File: config.mk
export PLATFORM = sky130hd
export DESIGN_NAME = smi_cascade_top
export DESIGN_NICKNAME = d
export VERILOG_FILES = /design/src/rtl/smi_pkg.sv /design/src/rtl/smi_flag_bank.sv /design/src/rtl/smi_io_trap.sv /design/src/rtl/smi_cascade_top.sv
export SDC_FILE = /design/constraint.sdc
export NUM_CORES = 1
export LEC_CHECK = 0
export BUFFER_PORTS_ARGS = -buffer_cell sky130_fd_sc_hd__buf_2
export CORE_MARGIN = 8
export CORE_UTILIZATION = 50
export CTS_BUF_LIST = sky130_fd_sc_hd__clkbuf_4
export DETAILED_ROUTE_END_ITERATION = 8
export PLACE_DENSITY = 0.77
export SLEW_MARGIN = 15
export SYNTH_ARGS = -nofsm -noshare
export SYNTH_HDL_FRONTEND = slang
export SYNTH_SLANG_ARGS = --single-unit
File: constraint.sdc
create_clock -name clk -period 7.1 [get_ports clk]
set_input_delay 0.355 -clock clk [delete_from_list [all_inputs] [get_ports clk]]
set_output_delay 0.355 -clock clk [all_outputs]
set_load 0.03 [all_outputs]
File: src/rtl/smi_pkg.sv
package smi_pkg;
  localparam int REG_AW = 6;
  localparam logic [REG_AW-1:0] RA_LO_FLAG  = 6'd0;
  localparam logic [REG_AW-1:0] RA_LO_SET   = 6'd1;
  localparam logic [REG_AW-1:0] RA_LO_EN    = 6'd2;
  localparam logic [REG_AW-1:0] RA_UP_FLAG  = 6'd3;
  localparam logic [REG_AW-1:0] RA_UP_SET   = 6'd4;
  localparam logic [REG_AW-1:0] RA_UP_EN    = 6'd5;
  localparam logic [REG_AW-1:0] RA_TRAP_CTL = 6'd6;
  localparam logic [REG_AW-1:0] RA_CAP_ADDR = 6'd7;
  localparam logic [REG_AW-1:0] RA_CAP_INFO = 6'd8;
  localparam logic [REG_AW-1:0] RA_CAP_DATA = 6'd9;
  localparam int RA_TRAP_BASE = 16;
  localparam int CTL_RD_LSB   = 8;
endpackage

File: src/rtl/smi_flag_bank.sv
module smi_flag_bank #(
  parameter int W = 4
) (
  input  logic         clk,
  input  logic         rst_n,
  input  logic [W-1:0] evt,
  input  logic         set_we,
  input  logic         clr_we,
  input  logic         en_we,
  input  logic [W-1:0] wdata,
  output logic [W-1:0] flags,
  output logic [W-1:0] en,
  output logic         summary
);
  logic [W-1:0] flags_d, en_d;
  logic         flags_ce;

  always_comb begin
    flags_d = flags;
    if (clr_we) flags_d = flags_d & ~wdata;
    if (set_we) flags_d = flags_d | wdata;
    flags_d  = flags_d | evt;            // hardware event beats a clear
    flags_ce = clr_we | set_we | (|evt);
    en_d     = en_we ? wdata : en;
  end

  always_ff @(posedge clk or negedge rst_n) begin
    if (!rst_n) begin
      flags <= '0;
      en    <= '0;
    end else begin
      if (flags_ce) flags <= flags_d;
      if (en_we)    en    <= en_d;
    end
  end

  assign summary = |(flags & en);
endmodule

File: src/rtl/smi_io_trap.sv
module smi_io_trap #(
  parameter int NT = 2,
  parameter int AW = 16,
  parameter int DW = 32,
  parameter int IW = 1
) (
  input  logic                  clk,
  input  logic                  rst_n,
  input  logic                  req,
  input  logic                  wr,
  input  logic [AW-1:0]         addr,
  input  logic [DW-1:0]         wdata,
  input  logic [NT-1:0]         trap_en,
  input  logic [NT-1:0]         trap_rd,
  input  logic [NT-1:0][AW-1:0] base,
  input  logic [NT-1:0][AW-1:0] mask,
  output logic [NT-1:0]         hit_vec,
  output logic                  hit_any,
  output logic                  trap_rdy,
  output logic [AW-1:0]         cap_addr,
  output logic                  cap_wr,
  output logic [IW-1:0]         cap_idx,
  output logic [DW-1:0]         cap_data
);
  logic          pend_q, pend_d, rdy_d;
  logic [IW-1:0] idx_d;

  always_comb begin
    for (int t = 0; t < NT; t++) begin
      hit_vec[t] = req & trap_en[t] & (wr | trap_rd[t]) &
                   (((addr ^ base[t]) & ~mask[t]) == '0);
    end
    hit_any = |hit_vec;
    idx_d   = '0;
    for (int t = NT - 1; t >= 0; t--) begin
      if (hit_vec[t]) idx_d = IW'(t);
    end
    pend_d = hit_any;
    rdy_d  = pend_q;
  end

  always_ff @(posedge clk or negedge rst_n) begin
    if (!rst_n) begin
      pend_q   <= 1'b0;
      trap_rdy <= 1'b0;
      cap_addr <= '0;
      cap_wr   <= 1'b0;
      cap_idx  <= '0;
      cap_data <= '0;
    end else begin
      pend_q   <= pend_d;
      trap_rdy <= rdy_d;
      if (hit_any) begin
        cap_addr <= addr;
        cap_wr   <= wr;
        cap_idx  <= idx_d;
        cap_data <= wdata;
      end
    end
  end
endmodule

File: src/rtl/smi_cascade_top.sv
module smi_cascade_top
  import smi_pkg::*;
#(
  parameter int N_EVT  = 4,
  parameter int N_EXT  = 2,
  parameter int N_TRAP = 2,
  parameter int AW     = 16,
  parameter int DW     = 32
) (
  input  logic              clk,
  input  logic              rst_n,
  input  logic [N_EVT-1:0]  native_evt,
  input  logic [N_EXT-1:0]  ext_smi,
  input  logic              sw_sel,
  input  logic              sw_wr,
  input  logic [REG_AW-1:0] sw_addr,
  input  logic [DW-1:0]     sw_wdata,
  output logic [DW-1:0]     sw_rdata,
  input  logic              io_req,
  input  logic              io_wr,
  input  logic [AW-1:0]     io_addr,
  input  logic [DW-1:0]     io_wdata,
  output logic              io_rdy,
  output logic [DW-1:0]     io_rdata,
  output logic              tgt_req,
  output logic              tgt_wr,
  output logic [AW-1:0]     tgt_addr,
  output logic [DW-1:0]     tgt_wdata,
  input  logic              tgt_rdy,
  input  logic [DW-1:0]     tgt_rdata,
  output logic              smi
);
  localparam int UW = 1 + N_EXT + N_TRAP;
  localparam int IW = (N_TRAP > 1) ? $clog2(N_TRAP) : 1;

  // reset: asserted asynchronously, released on the clock
  logic [1:0] rst_sync;
  logic       rst_ni;
  always_ff @(posedge clk or negedge rst_n) begin
    if (!rst_n) rst_sync <= 2'b00;
    else        rst_sync <= {rst_sync[0], 1'b1};
  end
  assign rst_ni = rst_sync[1];

  logic sw_we;
  assign sw_we = sw_sel & sw_wr;

  // trap configuration
  logic [N_TRAP-1:0]         trap_en_q, trap_en_d, trap_rd_q, trap_rd_d;
  logic [N_TRAP-1:0][AW-1:0] base_q, base_d, mask_q, mask_d;
  logic                      ctl_we;
  logic [N_TRAP-1:0]         base_we, mask_we;

  always_comb begin
    ctl_we    = sw_we & (sw_addr == RA_TRAP_CTL);
    trap_en_d = ctl_we ? sw_wdata[N_TRAP-1:0] : trap_en_q;
    trap_rd_d = ctl_we ? sw_wdata[CTL_RD_LSB +: N_TRAP] : trap_rd_q;
    for (int t = 0; t < N_TRAP; t++) begin
      base_we[t] = sw_we & (sw_addr == REG_AW'(RA_TRAP_BASE + 2 * t));
      mask_we[t] = sw_we & (sw_addr == REG_AW'(RA_TRAP_BASE + 2 * t + 1));
      base_d[t]  = base_we[t] ? sw_wdata[AW-1:0] : base_q[t];
      mask_d[t]  = mask_we[t] ? sw_wdata[AW-1:0] : mask_q[t];
    end
  end

  always_ff @(posedge clk or negedge rst_ni) begin
    if (!rst_ni) begin
      trap_en_q <= '0;
      trap_rd_q <= '0;
      base_q    <= '0;
      mask_q    <= '0;
    end else begin
      if (ctl_we) begin
        trap_en_q <= trap_en_d;
        trap_rd_q <= trap_rd_d;
      end
      for (int t = 0; t < N_TRAP; t++) begin
        if (base_we[t]) base_q[t] <= base_d[t];
        if (mask_we[t]) mask_q[t] <= mask_d[t];
      end
    end
  end

  // trap unit
  logic [N_TRAP-1:0] trap_hit_vec;
  logic              hit_any, trap_rdy, cap_wr;
  logic [AW-1:0]     cap_addr;
  logic [IW-1:0]     cap_idx;
  logic [DW-1:0]     cap_data;

  smi_io_trap #(.NT(N_TRAP), .AW(AW), .DW(DW), .IW(IW)) u_trap (
    .clk(clk), .rst_n(rst_ni), .req(io_req), .wr(io_wr), .addr(io_addr),
    .wdata(io_wdata), .trap_en(trap_en_q), .trap_rd(trap_rd_q),
    .base(base_q), .mask(mask_q), .hit_vec(trap_hit_vec), .hit_any(hit_any),
    .trap_rdy(trap_rdy), .cap_addr(cap_addr), .cap_wr(cap_wr),
    .cap_idx(cap_idx), .cap_data(cap_data)
  );

  assign tgt_req   = io_req & ~hit_any;
  assign tgt_wr    = io_wr;
  assign tgt_addr  = io_addr;
  assign tgt_wdata = io_wdata;
  assign io_rdy    = tgt_rdy | trap_rdy;
  assign io_rdata  = trap_rdy ? {DW{1'b1}} : tgt_rdata;

  // two cascaded flag banks
  logic [N_EVT-1:0] lo_flags, lo_en;
  logic [UW-1:0]    up_flags, up_en, up_evt;
  logic             lo_summary;

  smi_flag_bank #(.W(N_EVT)) u_lo (
    .clk(clk), .rst_n(rst_ni), .evt(native_evt),
    .set_we(sw_we & (sw_addr == RA_LO_SET)),
    .clr_we(sw_we & (sw_addr == RA_LO_FLAG)),
    .en_we(sw_we & (sw_addr == RA_LO_EN)),
    .wdata(sw_wdata[N_EVT-1:0]), .flags(lo_flags), .en(lo_en),
    .summary(lo_summary)
  );

  assign up_evt = {trap_hit_vec, ext_smi, lo_summary};

  smi_flag_bank #(.W(UW)) u_up (
    .clk(clk), .rst_n(rst_ni), .evt(up_evt),
    .set_we(sw_we & (sw_addr == RA_UP_SET)),
    .clr_we(sw_we & (sw_addr == RA_UP_FLAG)),
    .en_we(sw_we & (sw_addr == RA_UP_EN)),
    .wdata(sw_wdata[UW-1:0]), .flags(up_flags), .en(up_en),
    .summary(smi)
  );

  // software read mux
  always_comb begin
    sw_rdata = '0;
    case (sw_addr)
      RA_LO_FLAG:  sw_rdata = DW'(lo_flags);
      RA_LO_EN:    sw_rdata = DW'(lo_en);
      RA_UP_FLAG:  sw_rdata = DW'(up_flags);
      RA_UP_EN:    sw_rdata = DW'(up_en);
      RA_TRAP_CTL: sw_rdata = DW'(trap_en_q) | (DW'(trap_rd_q) << CTL_RD_LSB);
      RA_CAP_ADDR: sw_rdata = DW'(cap_addr);
      RA_CAP_INFO: sw_rdata = DW'(cap_wr) | (DW'(cap_idx) << 8);
      RA_CAP_DATA: sw_rdata = cap_data;
      default: begin
        for (int t = 0; t < N_TRAP; t++) begin
          if (sw_addr == REG_AW'(RA_TRAP_BASE + 2 * t))     sw_rdata = DW'(base_q[t]);
          if (sw_addr == REG_AW'(RA_TRAP_BASE + 2 * t + 1)) sw_rdata = DW'(mask_q[t]);
        end
      end
    endcase
  end
endmodule

# == Word level (Yosys, flattened, before mapping) ==
# Index checks and enable logic that the tools add are counted.
# totals
output_inout_bits,116
elab_cells,95
input_bits,131
register_bits,140
# op_classes
n_reduce_logical,8
n_mux,12
n_bitwise,45
eq_ne,13
# op_table
cell,n
$pmux 32 s8,1
$mux 32,4
$and 16x16->16,2
$logic_not 16->1,2
$not 16->16,2
$xor 16x16->16,2
$eq 6x3->1 const B,4
$eq 6x5->1 const B,4
$and 1x1->1,19
$mux 16,1
$eq 6x2->1 const B,2
$eq 6x4->1 const B,2
$and 5x5->5,2
$mux 5,2
$or 2x10->10,1
$or 5x5->5,2
$or 1x9->9,1
$and 4x4->4,2
$mux 4,2
$or 4x4->4,2
$reduce_or 4->1,2
$reduce_or 8->1,1
$or 1x1->1,7
$eq 6x1->1 const B,1
7 further kinds,8

# == Longest topological paths before layout ==
# logic_depth
depth_word,7
depth_mapped,7
ltp_nobuf,6

# == Cells and area by module ==
# Synthesis repeated with hierarchy kept, for this count alone.
# unflattened
hier_cells,589
area_unflattened_um2,7399.6
# modules_own_cells
module,n_inst,cells_each,seq_area_each_um2,area_each_um2
smi_cascade_top,1,370,1751.7,4314.1
smi_io_trap,1,168,1301.2,2369.8
smi_flag_bank at u_up,1,28,250.2,396.6
smi_flag_bank at u_lo,1,23,200.2,319.1

# == Worst setup path after synthesis ==
# No wires, ideal clock.
# synth_timing
path_type,in2out
start,input port sw_addr[0]
end,output port sw_rdata[2]
cell_stages,6
n_path_buf,3
t_required_ps,6745
path_slack_ps,4442
t_arrival_ps,2303
path_cell_list,buf_2 buf_1 clkbuf_1 mux2_2 a22oi_1 o21ai_0
# synth_between
elab_chain_cells,6
elab_cells_between_ends,17
cone_classes,eq/ne (11); mux (5); reduce/logical (1)
# synth_rtl
element,line,rtl
start: declaration,smi_cascade_top.sv:16,"input logic [REG_AW-1:0] sw_addr,"
$eq 6x5->1,smi_cascade_top.sv:145,if (sw_addr == REG_AW'(RA_TRAP_BASE + 2 * t)) sw_rdata = DW'(base_q[t]);
$mux 16,smi_cascade_top.sv:145,
$mux 32,smi_cascade_top.sv:146,if (sw_addr == REG_AW'(RA_TRAP_BASE + 2 * t + 1)) sw_rdata = DW'(mask_q[t]);
$mux 32,smi_cascade_top.sv:145,
$mux 32,smi_cascade_top.sv:146,
$pmux 32 s8 *,smi_cascade_top.sv:134,case (sw_addr)
end: declaration,smi_cascade_top.sv:18,"output logic [DW-1:0] sw_rdata,"
# Mark *: on every way between the ends. The rest lies on a longest branch, timed or not.

# == Worst setup path in the final report ==
# layout_timing
start,input port sw_addr[1]
end,output port sw_rdata[3]
# The elaborated chain is that of the path after synthesis.

==> metrics.csv <==
metric;value;unit
cap_violations;0;
relSlewSlack;16.4;%
instances_no_fill;978;
coreArea;14500;µm²
path_clk_slew;0.12;ns
critPathRequiredTime;6.74;ns
cts_buffers;17;
grt_max_degree;86;
synth_cells;599;
worstHoldStart;io_wdata[5];
p_per_area;198;nW/µm²
drtPass1Iterations;4;
reg2reg_depth;7;
grt_usage;22.3;%
period_minus_slack;3.41;ns
dp.cells;937;
initial_utilization;51.0;%
drive_gt1_share;57.6;%
ys_ff_latch;140;
grt_pass1_vias;5845;
fmax;293;MHz
final_nets;911;
synth_cell_type_count;45;
synth-edff-count;0;
io-pin-count;247;
fillCellCount;1190;
post-cts-setup-buffers;0;
area_growth;18.2;%
hold_class;in2reg;
dieArea;18900;µm²
power.total;1.73;mW
status;complete, no violations;
die_w;138;µm
wl_per_cell;22.0;µm
holdWs;0.0318;ns
portBuffers;230;
antenna_found_initial;1;
min_to;u_trap.cap_data[5]$_DFFE_PN0P_;
seq_area;3510;µm²
row_count;44;
ff2ff_setup_slack;4.21;ns
hold_viol_final;0;
multi_input_area;3380;µm²
worstPathArrival;3.06;ns
hpwl;15.9;mm
syn_nets;730;
report.final.slew_viol_count;0;
avgSynthCellArea;12.3;µm²
ys_seq_area_share;47.4;%
clock-root-buffer;clkbuf_4;
drc;0;
yosysWarnings;0;
hold_depth;2;
r2r_start;base_q[25]$_DFFE_PN0P_;
start_kind;input pin;
tns;0;ns
min_period_over_period;48.1;%
skew;0.0199;ns
syn_area;7390;µm²
cts.path.max_buffers;2;
globalplace.congestion;0.888;
drtIter0Drc;475;
drt-total-wl;21.5;mm
vias_per_cell;5.68;
overflow;0;
final_core_util;60.3;%
rsz0062_at_grt;false;
async_flop_share;100;%
vias;5554;
crit_fanout;35;
leakagePower;4.50;nW
synth_top_cell_by_area;dfrtp_1;
grt_pass1_wl;32.1;mm
synth_top_area_share;47.4;%
ir_worst_vdd;0.0875;mV
cts_tree;built;
die_height;138;µm
synthFlopType;dfrtp_1;
antenna_left;0;
yosysMostFrequentCell;dfrtp_1;
crit_path_end_kind;output pin;
synth.area.top_cells;dfrtp_1, mux2_2, buf_4;
r2r-end;u_trap.cap_data[14]$_DFFE_PN0P_;
finalSetupViolations;0;
criticalPathCategory;in2out;
worst_slew_pin_slew;1.25;ns
clkSinkCount;140;
htree_levels;4;
ys_top_cells_by_count;dfrtp_1, mux2_2, buf_4;
clock_latency;0.57;ns
-- state kept, by name, summed over array words and instances, names as in the netlist --
signal	count
trap_en_q	2
u_trap.cap_wr	1
base_q	32
u_trap.cap_data	32
mask_q	32
rst_sync	2
trap_rd_q	2
u_trap.pend_q	1
u_trap.cap_addr	16
u_trap.trap_rdy	1
u_lo.flags	4
u_up.flags	5
u_lo.en	4
u_up.en	5
u_trap.cap_idx	1
-- cell families (layout without fill, tap and decap cells) --
group           after synthesis  in the layout  synth area share (%)
mux                         152            152                  26.1
compound gates               59             59                  6.13
flops                       140            140                  47.4
other cells                   1              2                0.0507
simple gates                131            131                  9.43
xor+xnor                     32             32                  3.79
buf+inv                      84            278                  7.13
-- layer usage --
| layer | track usage (%) | share of wire (%) | up-vias |
|---|---|---|---|
| li1 | - | - | 2490 |
| met1 | 25.3 | 36 | 2781 |
| met2 | 39.8 | 52 | 250 |
| met3 | 5.11 | 9.2 | 33 |
| met4 | 8.51 | 2.4 | 0 |
| met5 | 0 | 0 | - |
-- power breakdown --
group          leakage, nW  internal [mW]  switching [mW]  total [mW]
sequential            1.88          0.835          0.0365       0.871
clock                0.161          0.272           0.293       0.565
combinational         2.45          0.128           0.162       0.290
total                 4.50           1.23           0.491        1.73
-- stage by stage --
step | cell area [µm²] | setup slack, ns
after floorplan | 7390 | 2.91
after global placement | 8330 | 3.82
after detailed placement | 8330 | 3.76
after CTS | 8710 | 3.77
after global routing | 8740 | 3.58
final | 8740 | 3.69
-- cells in the final DEF, fill, tap and decap left out, types with 16 or more instances in the layout --
cell	count
dfrtp_1	139
a22oi_1	18
mux2_2	124
xnor2_1	32
mux4_2	16
or2_2	33
clkbuf_4	17
nand2_1	41
buf_2	230
and3_1	17
-- how the worst max path moves through the flow --
stage	to	startpoint	slack, ns	cells past startpoint
4_1_cts	sw_rdata[3]	sw_addr[0]	3.77	7
3_3_place_gp	sw_rdata[3]	sw_addr[0]	3.82	7
3_5_place_dp	sw_rdata[3]	sw_addr[0]	3.76	7
2_1_floorplan	base_q[0]$_DFFE_PN0P_	rst_sync[1]$_DFF_PN0_	2.91	0
6_report	sw_rdata[3]	sw_addr[1]	3.69	6
5_1_grt	sw_rdata[3]	sw_addr[0]	3.58	7
-- layout make-up --
| type | instances | area share (%) |
|---|---|---|
| Clock buffer | 17 | 1.46 |
| Tap cell | 184 | 2.64 |
| Multi-Input combinational cell | 375 | 38.7 |
| Timing Repair Buffer | 245 | 14.9 |
| Clock inverter | 15 | 2.05 |
| Sequential cell | 140 | 40.1 |
| Antenna cell | 1 | 0.0286 |
| Inverter | 1 | 0.0430 |
-- timing repair --
action,CTS,global route
hold endpoints to repair,8,0
hold buffers,7,0
gates resized for setup,0,0
-- critical path, cell delays in order --
cell	delay [ns]
buf_2	0.66
nand2_1	0.32
nor2_1	1.03
a222oi_1	0.18
o211ai_1	0.23
buf_2	0.26
Note: power is estimated with default switching activity, not from simulation.
